`src/rtl/abk_pkg.sv`:
```
package abk_pkg;

    localparam int unsigned NUM_LIM = 2;
    localparam int unsigned NUM_REG = NUM_LIM + 2;
    localparam int unsigned REG_CTRL = NUM_LIM;
    localparam int unsigned REG_LATCH = NUM_LIM + 1;

    typedef enum logic [1:0] {
        BUS_NONE = 2'b00,
        BUS_PROG = 2'b01,
        BUS_XDAT = 2'b10,
        BUS_YDAT = 2'b11
    } bus_sel_e;

    typedef enum logic [1:0] {
        CMP_EQ = 2'b00,
        CMP_NE = 2'b01,
        CMP_GE = 2'b10,
        CMP_LT = 2'b11
    } cond_e;

    typedef struct packed {
        logic     enable;
        logic     and_mode;
        cond_e    cond1;
        cond_e    cond0;
        bus_sel_e bus_sel;
    } ctrl_t;

    localparam int unsigned CTRL_W = $bits(ctrl_t);

    function automatic logic cond_result(cond_e c, logic is_eq, logic is_lt);
        logic r;
        unique case (c)
            CMP_EQ: r = is_eq;
            CMP_NE: r = !is_eq;
            CMP_GE: r = !is_lt;
            CMP_LT: r = is_lt;
        endcase
        return r;
    endfunction

endpackage

```
`src/rtl/abk_bus_latch.sv`:
```
module abk_bus_latch
    import abk_pkg::*;
#(
    parameter int unsigned AW = 16
) (
    input  logic          clk,
    input  logic          rst,
    input  logic          cyc_en,
    input  bus_sel_e      sel,
    input  logic [AW-1:0] pab,
    input  logic [AW-1:0] xab,
    input  logic [AW-1:0] yab,
    output logic [AW-1:0] lat_q
);

    always_ff @(posedge clk) begin
        if (rst) begin
            lat_q <= '0;
        end else if (cyc_en) begin
            unique case (sel)
                BUS_NONE: lat_q <= lat_q;
                BUS_PROG: lat_q <= pab;
                BUS_XDAT: lat_q <= xab;
                BUS_YDAT: lat_q <= yab;
            endcase
        end
    end

endmodule

```
`src/rtl/abk_cmp.sv`:
```
module abk_cmp
    import abk_pkg::*;
#(
    parameter int unsigned AW = 16
) (
    input  logic [AW-1:0] addr,
    input  logic [AW-1:0] limit,
    input  cond_e         cond,
    input  logic          en,
    output logic          hit
);

    logic is_eq;
    logic is_lt;

    always_comb begin
        is_eq = (addr == limit);
        is_lt = (addr < limit);
        hit   = en && cond_result(cond, is_eq, is_lt);
    end

endmodule

```
`src/rtl/abk_regs.sv`:
```
module abk_regs
    import abk_pkg::*;
#(
    parameter int unsigned AW  = 16,
    parameter int unsigned RAW = 2
) (
    input  logic                       clk,
    input  logic                       rst,
    input  logic                       wr,
    input  logic                       rd,
    input  logic [RAW-1:0]             addr,
    input  logic [AW-1:0]              wdata,
    input  logic [AW-1:0]              lat_val,
    output logic [NUM_LIM-1:0][AW-1:0] lim_q,
    output ctrl_t                      ctrl_q,
    output logic [AW-1:0]              rdata
);

    logic [AW-1:0] rd_mux;

    for (genvar g = 0; g < NUM_LIM; g++) begin : g_lim
        always_ff @(posedge clk) begin
            if (rst) begin
                lim_q[g] <= '0;
            end else if (wr && (int'(addr) == g)) begin
                lim_q[g] <= wdata;
            end
        end
    end

    always_ff @(posedge clk) begin
        if (rst) begin
            ctrl_q <= '0;
        end else if (wr && (int'(addr) == REG_CTRL)) begin
            ctrl_q <= ctrl_t'(wdata[CTRL_W-1:0]);
        end
    end

    always_comb begin
        rd_mux = '0;
        if (int'(addr) < NUM_LIM) begin
            rd_mux = lim_q[addr];
        end else if (int'(addr) == REG_CTRL) begin
            rd_mux[CTRL_W-1:0] = ctrl_q;
        end else if (int'(addr) == REG_LATCH) begin
            rd_mux = lat_val;
        end
    end

    always_ff @(posedge clk) begin
        if (rst) begin
            rdata <= '0;
        end else if (rd) begin
            rdata <= rd_mux;
        end
    end

endmodule

```
`src/rtl/addr_bkpt_unit.sv`:
```
module addr_bkpt_unit
    import abk_pkg::*;
#(
    parameter int unsigned ADDR_W = 16,
    parameter int unsigned REG_AW = $clog2(NUM_REG)
) (
    input  logic               clk,
    input  logic               rst,
    input  logic               cyc_en,
    input  logic [ADDR_W-1:0]  pab,
    input  logic [ADDR_W-1:0]  xab,
    input  logic [ADDR_W-1:0]  yab,
    input  logic               dbg_wr,
    input  logic               dbg_rd,
    input  logic [REG_AW-1:0]  dbg_addr,
    input  logic [ADDR_W-1:0]  dbg_wdata,
    output logic [ADDR_W-1:0]  dbg_rdata,
    output logic [NUM_LIM-1:0] cmp_hit,
    output logic               bkpt_req
);

    logic [ADDR_W-1:0]              lat_q;
    logic [NUM_LIM-1:0][ADDR_W-1:0] lim_q;
    ctrl_t                          ctrl_q;
    cond_e                          cond_sel [NUM_LIM];
    logic                           req_d;

    abk_regs #(.AW(ADDR_W), .RAW(REG_AW)) regs_i (
        .clk     (clk),
        .rst     (rst),
        .wr      (dbg_wr),
        .rd      (dbg_rd),
        .addr    (dbg_addr),
        .wdata   (dbg_wdata),
        .lat_val (lat_q),
        .lim_q   (lim_q),
        .ctrl_q  (ctrl_q),
        .rdata   (dbg_rdata)
    );

    abk_bus_latch #(.AW(ADDR_W)) latch_i (
        .clk    (clk),
        .rst    (rst),
        .cyc_en (cyc_en),
        .sel    (ctrl_q.bus_sel),
        .pab    (pab),
        .xab    (xab),
        .yab    (yab),
        .lat_q  (lat_q)
    );

    assign cond_sel[0] = ctrl_q.cond0;
    assign cond_sel[1] = ctrl_q.cond1;

    for (genvar g = 0; g < NUM_LIM; g++) begin : g_cmp
        abk_cmp #(.AW(ADDR_W)) cmp_i (
            .addr  (lat_q),
            .limit (lim_q[g]),
            .cond  (cond_sel[g]),
            .en    (ctrl_q.enable),
            .hit   (cmp_hit[g])
        );
    end

    always_comb begin
        req_d = ctrl_q.and_mode ? (&cmp_hit) : (|cmp_hit);
    end

    always_ff @(posedge clk) begin
        if (rst) begin
            bkpt_req <= 1'b0;
        end else begin
            bkpt_req <= ctrl_q.enable && req_d;
        end
    end

endmodule

```
`config.mk`:
```
export PLATFORM = sky130hd
export DESIGN_NAME = addr_bkpt_unit
export DESIGN_NICKNAME = d
export VERILOG_FILES = /design/src/rtl/abk_pkg.sv /design/src/rtl/abk_bus_latch.sv /design/src/rtl/abk_cmp.sv /design/src/rtl/abk_regs.sv /design/src/rtl/addr_bkpt_unit.sv
export SDC_FILE = /design/constraint.sdc
export NUM_CORES = 1
export LEC_CHECK = 0
export ABC_AREA = 1
export CORE_ASPECT_RATIO = 1.25
export CORE_MARGIN = 2
export CORE_UTILIZATION = 45
export CTS_CLUSTER_DIAMETER = 150
export DETAILED_ROUTE_END_ITERATION = 6
export PLACE_DENSITY_LB_ADDON = 0.08
export SLEW_MARGIN = 20
export SYNTH_ARGS = -nofsm -noshare
export SYNTH_HDL_FRONTEND = slang
export SYNTH_SLANG_ARGS = --single-unit
export TNS_END_PERCENT = 1
```
`constraint.sdc`:
```
create_clock -name clk -period 4.6 [get_ports clk]
set_clock_uncertainty 0.15 [all_clocks]
set_input_delay 0.92 -clock clk [delete_from_list [all_inputs] [get_ports clk]]
set_output_delay 0.92 -clock clk [all_outputs]
set_load 0.01 [all_outputs]
```
# Yosys cells after proc, flatten, opt, wreduce, memory -nomap -nowiden
# Index checks and enable logic that the tools add are counted.
word_totals:
  register_bits: 73
  word_cells: 56
classes:
  n_lt_le_gt_ge: 4
  eq_ne: 14
  mux: 10
  bitwise: 1
  reduce_logical: 17
ops:
  columns: ["operator", "count"]
  rows:
  - ["16-bit 2-to-1 mux", 4]
  - ["16-bit case mux with 3 select lines", 1]
  - ["16-bit equality test", 2]
  - ["16-bit less-than comparator", 2]
  - ["2-bit equality test (second input constant)", 9]
  - ["8-bit 2-to-1 mux", 2]
  - ["2-bit zero test", 4]
  - ["1-bit case mux with 4 select lines", 2]
  - ["2-bit by 1-bit equality test with 1-bit output (second input constant)", 3]
  - ["1-bit logical AND", 6]
  - ["1-bit zero test", 4]
  - ["2-bit less-than comparator (second input constant)", 2]
  - ["2-bit AND reduction", 2]
  - ["2-bit OR reduction", 1]
  - ["1-bit 2-to-1 mux", 1]
  - ["1-bit inverter", 1]

# Depth between registers and ports, before layout
# Gate-level depths: netlist (run 1).
depth:
  depth_word: 7
  mapped_depth: 18
  ltp_nobuf: 18

# Hierarchy
# From an unflattened synthesis (run 1), not the netlist that was laid out.
hier_totals:
  hier_cells: 718
  area_unflattened_um2: 4635.7
by_module_without_submodules:
  columns: ["mod", "instances", "cells_each", "area_each_um2", "seq_area_each_um2"]
  rows:
  - ["abk_regs", 1, 346, 2416.1, 1121.1]
  - ["abk_bus_latch", 1, 194, 1148.6, 320.3]
  - ["abk_cmp", 2, 84, 506.7, 0.0]
  - ["addr_bkpt_unit", 1, 10, 57.6, 20.0]

# Worst setup path before layout (run 1)
# Ideal clock, no wire load.
synth_path:
  kind: "reg2out"
  start: "reg regs_i.lim_q[11] (netlist bit)"
  end: "out cmp_hit[0]"
  arrival_time_ns: 1.412
  path_slack_ns: 2.118
  stages_incl_launch_ff: 13
  path_buffers: 1
  cell_sequence: "dfxtp_1 -> inv_1 -> ha_1 -> a21oi_1 -> o21ai_0 -> a21oi_1 -> nand2_1 -> nand2_1 -> nand2_1 -> nand2_1 -> nand3_2 -> inv_1 -> buf_4"
synth_via:
  elab_chain_len: 4
  word_cells_on_any_way: 6
  cone_classes: "order compare (1); eq/ne (1); mux (1); reduce/logical (3)"
synth_rtl:
  columns: ["element", "line", "rtl"]
  rows:
  - ["start: declaration", "abk_regs.sv:14", "output logic [NUM_LIM-1:0][AW-1:0] lim_q,"]
  - ["start signal: indexed assignment", "abk_regs.sv:26", "lim_q[g] <= wdata;"]
  - ["16-bit less-than comparator / 16-bit equality test (equally long branches)", "abk_cmp.sv:18, abk_cmp.sv:17", null]
  - ["1-bit zero test (on tied branches)", "abk_pkg.sv:37, abk_pkg.sv:36", null]
  - ["1-bit case mux with 4 select lines (*)", "abk_pkg.sv:34", "unique case (c)"]
  - ["1-bit logical AND (*)", "abk_cmp.sv:19", "hit = en && cond_result(cond, is_eq, is_lt);"]
  - ["end: declaration", "addr_bkpt_unit.sv:18", "output logic [NUM_LIM-1:0] cmp_hit,"]
# Mark *: on every way between the ends. The rest lies on a longest branch, timed or not.

# Worst setup path after layout (run 1)
# Ends and elaborated chain as after synthesis.

==> flow_summary_export.csv, run 1 <==
group,metric,value,unit
floorplan,die_x,86.87,um
power_and_ir_drop,powerDensity,297.1,nW/um^2
critical_path,cpMostUsedCell,"nand2_1",
clock_tree,holdBufCountCts,0,
global_routing,antenna_found_initial,0,
logic_synthesis,netlist_instances,511,
run_status,status,"complete, no violations",
timing,setup_tns,0,ps
logic_synthesis,synth_cell_types,28,
placement,io_buffers,89,
critical_path,crit_type,"reg -> out",
critical_path,r2r-end,"latch_i.lat_q[11]",
clock_tree,clock_latency,350,ps
placement,dp_hpwl,7982,um
route,postRouteAntennaNets,0,
logic_synthesis,yosys_warnings,0,
timing,finalMaxSlewViolations,0,
floorplan,core,8287,um^2
route,drc,0,
global_routing,grt_pass1_wl,17550,um
min_path,min_from,"regs_i.lim_q[26]",
finish,area_growth,27.99,%
power_and_ir_drop,ir_worst_vdd,0.0001499,V
floorplan,die_h,107.6,um
floorplan,die_area,9345,um^2
critical_path,rr_startpoint,"regs_i.ctrl_q[0]",
timing,max_freq,0.2806,GHz
clock_tree,cts-root-buf,"clkbuf_8",
finish,nets,686,
global_routing,busiest_layer,"met2",
route,num_vias,3852,
global_routing,met3_usage,0.04218,
clock_tree,h-tree-depth,3,
route,viasPerCell,5.623,
global_routing,grtUsageTotal,0.2386,
logic_synthesis,syn_area,3862,um^2
critical_path,critPathLaunchType,"flop",
critical_path,crit_fanout,3,
run,drv_cap,0,
finish,n_antenna_cell,0,
clock_tree,cts_sinks,73,
global_routing,grt_util_met2,0.4133,
finish,mostFrequentLayoutCells,"clkdlybuf4s50_1, nand2_1, dfxtp_1",
critical_path,path_cells,"inv_1 > ha_1 > a21oi_1 > o21ai_0 > a21oi_1 > nand2_1 > nand2_1 > nand2_1 > nand2_1 > nand3_2 > inv_1 > clkdlybuf4s50_1",
logic_synthesis,synth_top_cell_area_share,0.3784,
global_routing,grt_max_degree,48,
finish,finalCoreUtilization,0.5966,
placement,globalplace.congestion,0.9360,
critical_path,cp_slowest_cell,"clkdlybuf4s50_1",
finish,final_common_cell,"clkdlybuf4s50_1",
critical_path,required,3530,ps
critical_path,worstPathArrival,2490,ps
route,firstDrtPassIters,4,
timing,tightest_slew,1047,ps
timing,setup_viol,0,
floorplan,initial_core_util,0.4661,
global_routing,grt_pass1_vias,3697,
critical_path,reg2reg_setup_slack,2320,ps
clock_tree,postCtsSetupBuffers,0,
placement,dpl_worst_slack,1428,ps
critical_path,end_kind,"output port",
placement,placedCellCount,669,
clock_tree,cts_resized,0,
clock_tree,clk_path_buf_depth,2,
clock_tree,numCtsBuffers,9,
logic_synthesis,yosys.area.top_type,"dfxtp_1",
logic_synthesis,synth_nets,614,
critical_path,crit_path_max_incr_delay,520,ps
min_path,hold_depth,2,
route,drt-total-wl,10690,um
logic_synthesis,ys_seq_area_frac,0.3784,
finish,stdcell_count,685,
logic_synthesis,synth_area_leaders,"dfxtp_1, ha_1, o21ai_0",
min_path,hp-class,"reg -> reg",
timing,slew_headroom,0.2999,
clock_tree,cts_tree,"done",
power_and_ir_drop,p_total,1468,uW
route,wl_per_cell,15.60,um
timing,hold_viol_final,0,
timing,finalWorstSetupSlack,1036,ps
floorplan,rows,37,
logic_synthesis,postSynthAreaPerCell,7.559,um^2
floorplan,io_pins,90,
logic_synthesis,synth_seq_cells,73,
route,drt_iter0_markers,149,
critical_path,worst-r2r-cell-count,3,
timing,fin_crit,3564,ps
timing,grt_setup_unrepaired,"false",
finish,drive_gt1_frac,0.04422,
power_and_ir_drop,cellLeakagePower,0.001919,uW
timing,finalCritPeriodShare,0.7748,
finish,n_fill_cell,796,
min_path,min_to,"regs_i.lim_q[26]",
global_routing,gr-usage-met1,0.2939,
clock_tree,clk_pin_slew_worst_paths,80,ps
global_routing,grt_overflow,0,
cell usage after synthesis, drive strengths merged:
library cell	n
a21o	1
a21oi	62
a221oi	8
a22oi	6
a31oi	6
a41oi	18
buf	14
clkbuf	20
clkinv	2
dfxtp	73
ha	32
inv	49
nand2	78
nand3	43
nand4	2
nor2	12
nor3	4
o21a	2
o21ai	72
o22ai	7
metal layers:
| layer | up-vias | share of wire |
|---|---|---|
| li1 | 1941 | - |
| met1 | 1812 | 0.43 |
| met2 | 80 | 0.51 |
| met3 | 19 | 0.038 |
| met4 | 0 | 0.022 |
| met5 | - | 0 |
state kept, by name (all words and copies together), names as in the netlist:
name,flops
regs_i.lim_q,32
latch_i.lat_q,16
regs_i.rdata,16
regs_i.ctrl_q,8
bkpt_req,1
area by class of cell:
cell class                      count  area (um^2)  area share
Multi-Input combinational cell    353         2059      0.4166
Sequential cell                    73         1461      0.2956
Timing Repair Buffer               95        935.9      0.1893
Inverter                           51        191.4     0.03872
Clock buffer                       12        145.1     0.02936
Tap cell                           97        121.4     0.02455
Clock inverter                      4        28.78    0.005821
worst max-delay path by stage:
stage                           from          to  slack (ps)  depth (start not counted)
floorplan           regs_i.lim_q[11]  cmp_hit[0]        2120                         12
global placement    regs_i.lim_q[11]  cmp_hit[0]        1460                         12
detailed placement  regs_i.lim_q[11]  cmp_hit[0]        1430                         12
CTS                 regs_i.lim_q[11]  cmp_hit[0]        1010                         12
global route        regs_i.lim_q[15]  cmp_hit[0]         840                         12
finish              regs_i.lim_q[11]  cmp_hit[0]        1040                         12
critical path, delay by kind of cell, from the launching register on:
kind                       cells  cell delay [ps]
and+or+nand+nor                5              350
buffers and inverters          3              660
adders and majority gates      1              330
DFF                            1              340
AOI/OAI and AO/OA              3              470
through the flow:
step	hold WS, ps	instance area, um^2
finish	325.2	4943
global route	363.4	4943
CTS	330.9	4943
detailed placement	319.8	4770
global placement	314.7	4770
floorplan	294.4	3862
power by group:
part / leakage (uW) / internal (uW) / switching, uW
Clock: 0.0000826 / 211 / 248
Combinational: 0.00124 / 149 / 164
Sequential: 0.000598 / 667 / 29.0
kinds of logic (layout without fill, tap and decap cells):
kind of cell | count (synthesis) | in the layout | share of synthesized area
AO/OA/AOI/OAI | 182 | 182 | 0.2721
AND/OR/NAND/NOR | 139 | 139 | 0.1574
flip-flops | 73 | 73 | 0.3784
adder cells (fa/ha/maj) | 32 | 32 | 0.1037
buffers and inverters | 85 | 162 | 0.08843
(Power assumes the default switching activity.)
==> run 2: changes to the inputs <==
==> constraint.sdc (replaced) <==
create_clock -name clk -period 3 [get_ports clk]
set_clock_uncertainty 0.15 [all_clocks]
set_input_delay 0.6 -clock clk [delete_from_list [all_inputs] [get_ports clk]]
set_output_delay 0.6 -clock clk [all_outputs]
set_load 0.01 [all_outputs]
==> flow_summary_export.csv, run 2 (synthesis results as in run 1) <==
group,metric,value,unit
run_status,status,"complete, no violations",
route,firstDrtPassIters,4,
global_routing,antenna_found_initial,0,
power_and_ir_drop,ir_worst_vdd,0.0003443,V
placement,io_buffers,89,
route,drc,0,
timing,finalMaxSlewViolations,0,
critical_path,critPathLaunchType,"flop",
clock_tree,clk_pin_slew_worst_paths,80,ps
critical_path,required,2250,ps
floorplan,die_h,107.6,um
floorplan,die_x,86.87,um
timing,fin_crit,2879,ps
timing,grt_setup_unrepaired,"true",
min_path,hp-class,"reg -> reg",
route,viasPerCell,5.713,
clock_tree,postCtsSetupBuffers,0,
global_routing,grt_max_degree,69,
critical_path,crit_fanout,3,
timing,finalCritPeriodShare,0.9596,
timing,hold_viol_final,0,
finish,final_common_cell,"clkdlybuf4s50_1",
global_routing,grt_pass1_vias,3787,
run,drv_cap,0,
floorplan,initial_core_util,0.4661,
clock_tree,cts_sinks,73,
route,num_vias,3948,
clock_tree,clk_path_buf_depth,2,
global_routing,grt_overflow,0,
timing,hold-worst-slack,331.5,ps
finish,nets,692,
clock_tree,numCtsBuffers,9,
timing,setup_viol,0,
finish,finalInstanceArea,5070,um^2
route,postRouteAntennaNets,0,
critical_path,end_kind,"output port",
power_and_ir_drop,cellLeakagePower,0.001991,uW
timing,setup_tns,0,ps
finish,n_antenna_cell,0,
timing,tightest_slew,818.2,ps
floorplan,die_area,9345,um^2
route,drt_iter0_markers,120,
critical_path,crit_type,"reg -> out",
power_and_ir_drop,powerDensity,483.6,nW/um^2
timing,max_freq,0.3474,GHz
global_routing,grtUsageTotal,0.2503,
clock_tree,h-tree-depth,3,
finish,largest_reg_flops,32,
finish,reg_top3,"regs_i.lim_q x32, latch_i.lat_q x16, regs_i.rdata x16",
floorplan,io_pins,90,
critical_path,worstPathArrival,2130,ps
global_routing,grt_pass1_wl,18140,um
timing,slew_headroom,0.4546,
finish,top_register,"regs_i.lim_q",
clock_tree,cts_tree,"done",
finish,area_growth,31.26,%
clock_tree,cts-root-buf,"clkbuf_8",
route,drt-total-wl,10980,um
floorplan,core,8287,um^2
finish,mostFrequentLayoutCells,"clkdlybuf4s50_1, nand2_1, dfxtp_1",
placement,dp_hpwl,8172,um
clock_tree,clock_latency,350,ps
placement,globalplace.congestion,0.8810,
route,wl_per_cell,15.89,um
placement,placed_cell_area,4815,um^2
finish,drive_gt1_frac,0.06902,
floorplan,rows,37,
## run 2: cell types whose count changed in the layout (fill, tap and decap cells not counted), moves of 2 or more
cell / change
a21oi_1: -3
a21oi_2: +3
buf_4: +6
bufinv_16: +2
clkbuf_1: -2
clkdlybuf4s50_1: -2
dfxtp_1: -2
dfxtp_2: +2
o21ai_0: -2
o21ai_1: +2
## run 2: area by class of cell
type | count | area (um^2)
Inverter | 51 | 191.4
Clock inverter | 5 | 77.57
Fill cell | 757 | 3217
Clock buffer | 11 | 151.4
Tap cell | 97 | 121.4
Sequential cell | 73 | 1464
Multi-Input combinational cell | 353 | 2090
Timing Repair Buffer | 101 | 974.7
## run 2: power by group
part	internal, uW	switching, uW
sequential	1020	40.0
combinational	239	268
clock	511	370
total	1770	678
## run 2: through the flow
| step | worst slack [ps] | total power (uW) | cells | utilization |
|---|---|---|---|---|
| after global placement | 216.4 | 1568 | 675 | 0.5810 |
| final | 121.1 | 2452 | 691 | 0.6118 |
| after detailed placement | 201.1 | 1576 | 675 | 0.5810 |
| after CTS | 56.87 | 2453 | 691 | 0.6083 |
| after global routing | -50.52 | 2581 | 691 | 0.6118 |
| after floorplan | 838.2 | 1357 | 511 | - |
## run 2: metal layers
layer	track usage	routed length, um
met5	0	0
met4	0.08482	236
met3	0.04831	593
met2	0.4357	5745
met1	0.3045	4406
## run 2: worst paths after layout
check / slack [ps] / cells past startpoint / endpoint / start
min reg2reg: 330 / 2 / regs_i.lim_q[27] / regs_i.lim_q[27]
min: 330 / 2 / regs_i.lim_q[27] / regs_i.lim_q[27]
max: 120 / 12 / cmp_hit[0] / regs_i.lim_q[15]
max reg2reg: 740 / 4 / latch_i.lat_q[11] / regs_i.ctrl_q[0]
## run 2: timing repair
item,4_1_cts,5_1_grt
hold buffers,0,0
resized for setup,2,11
setup endpoints to repair,2,2
pin swaps,1,2
## run 2: critical path: stages, from the launching register on
cell	delay (ps)
dfxtp_1	330
inv_1	70
ha_1	310
nand2_1	120
nor3_4	240
nand2_1	70
nand2_1	60
nand2_1	60
nand2_1	60
nand2_1	60
nand3_2	80
inv_1	40
dlygate4sd2_1	270
==> run 3: changes to the inputs <==
--- a/config.mk
+++ b/config.mk
@@ -11,8 +11,9 @@
 export CORE_UTILIZATION = 45
 export CTS_CLUSTER_DIAMETER = 150
 export DETAILED_ROUTE_END_ITERATION = 6
+export HOLD_SLACK_MARGIN = 0.08
 export PLACE_DENSITY_LB_ADDON = 0.08
-export SLEW_MARGIN = 20
+export SLEW_MARGIN = 10
 export SYNTH_ARGS = -nofsm -noshare
 export SYNTH_HDL_FRONTEND = slang
 export SYNTH_SLANG_ARGS = --single-unit
==> results of run 3 <==
No change in the layout: final DEF, timing and power equal those of run 2.
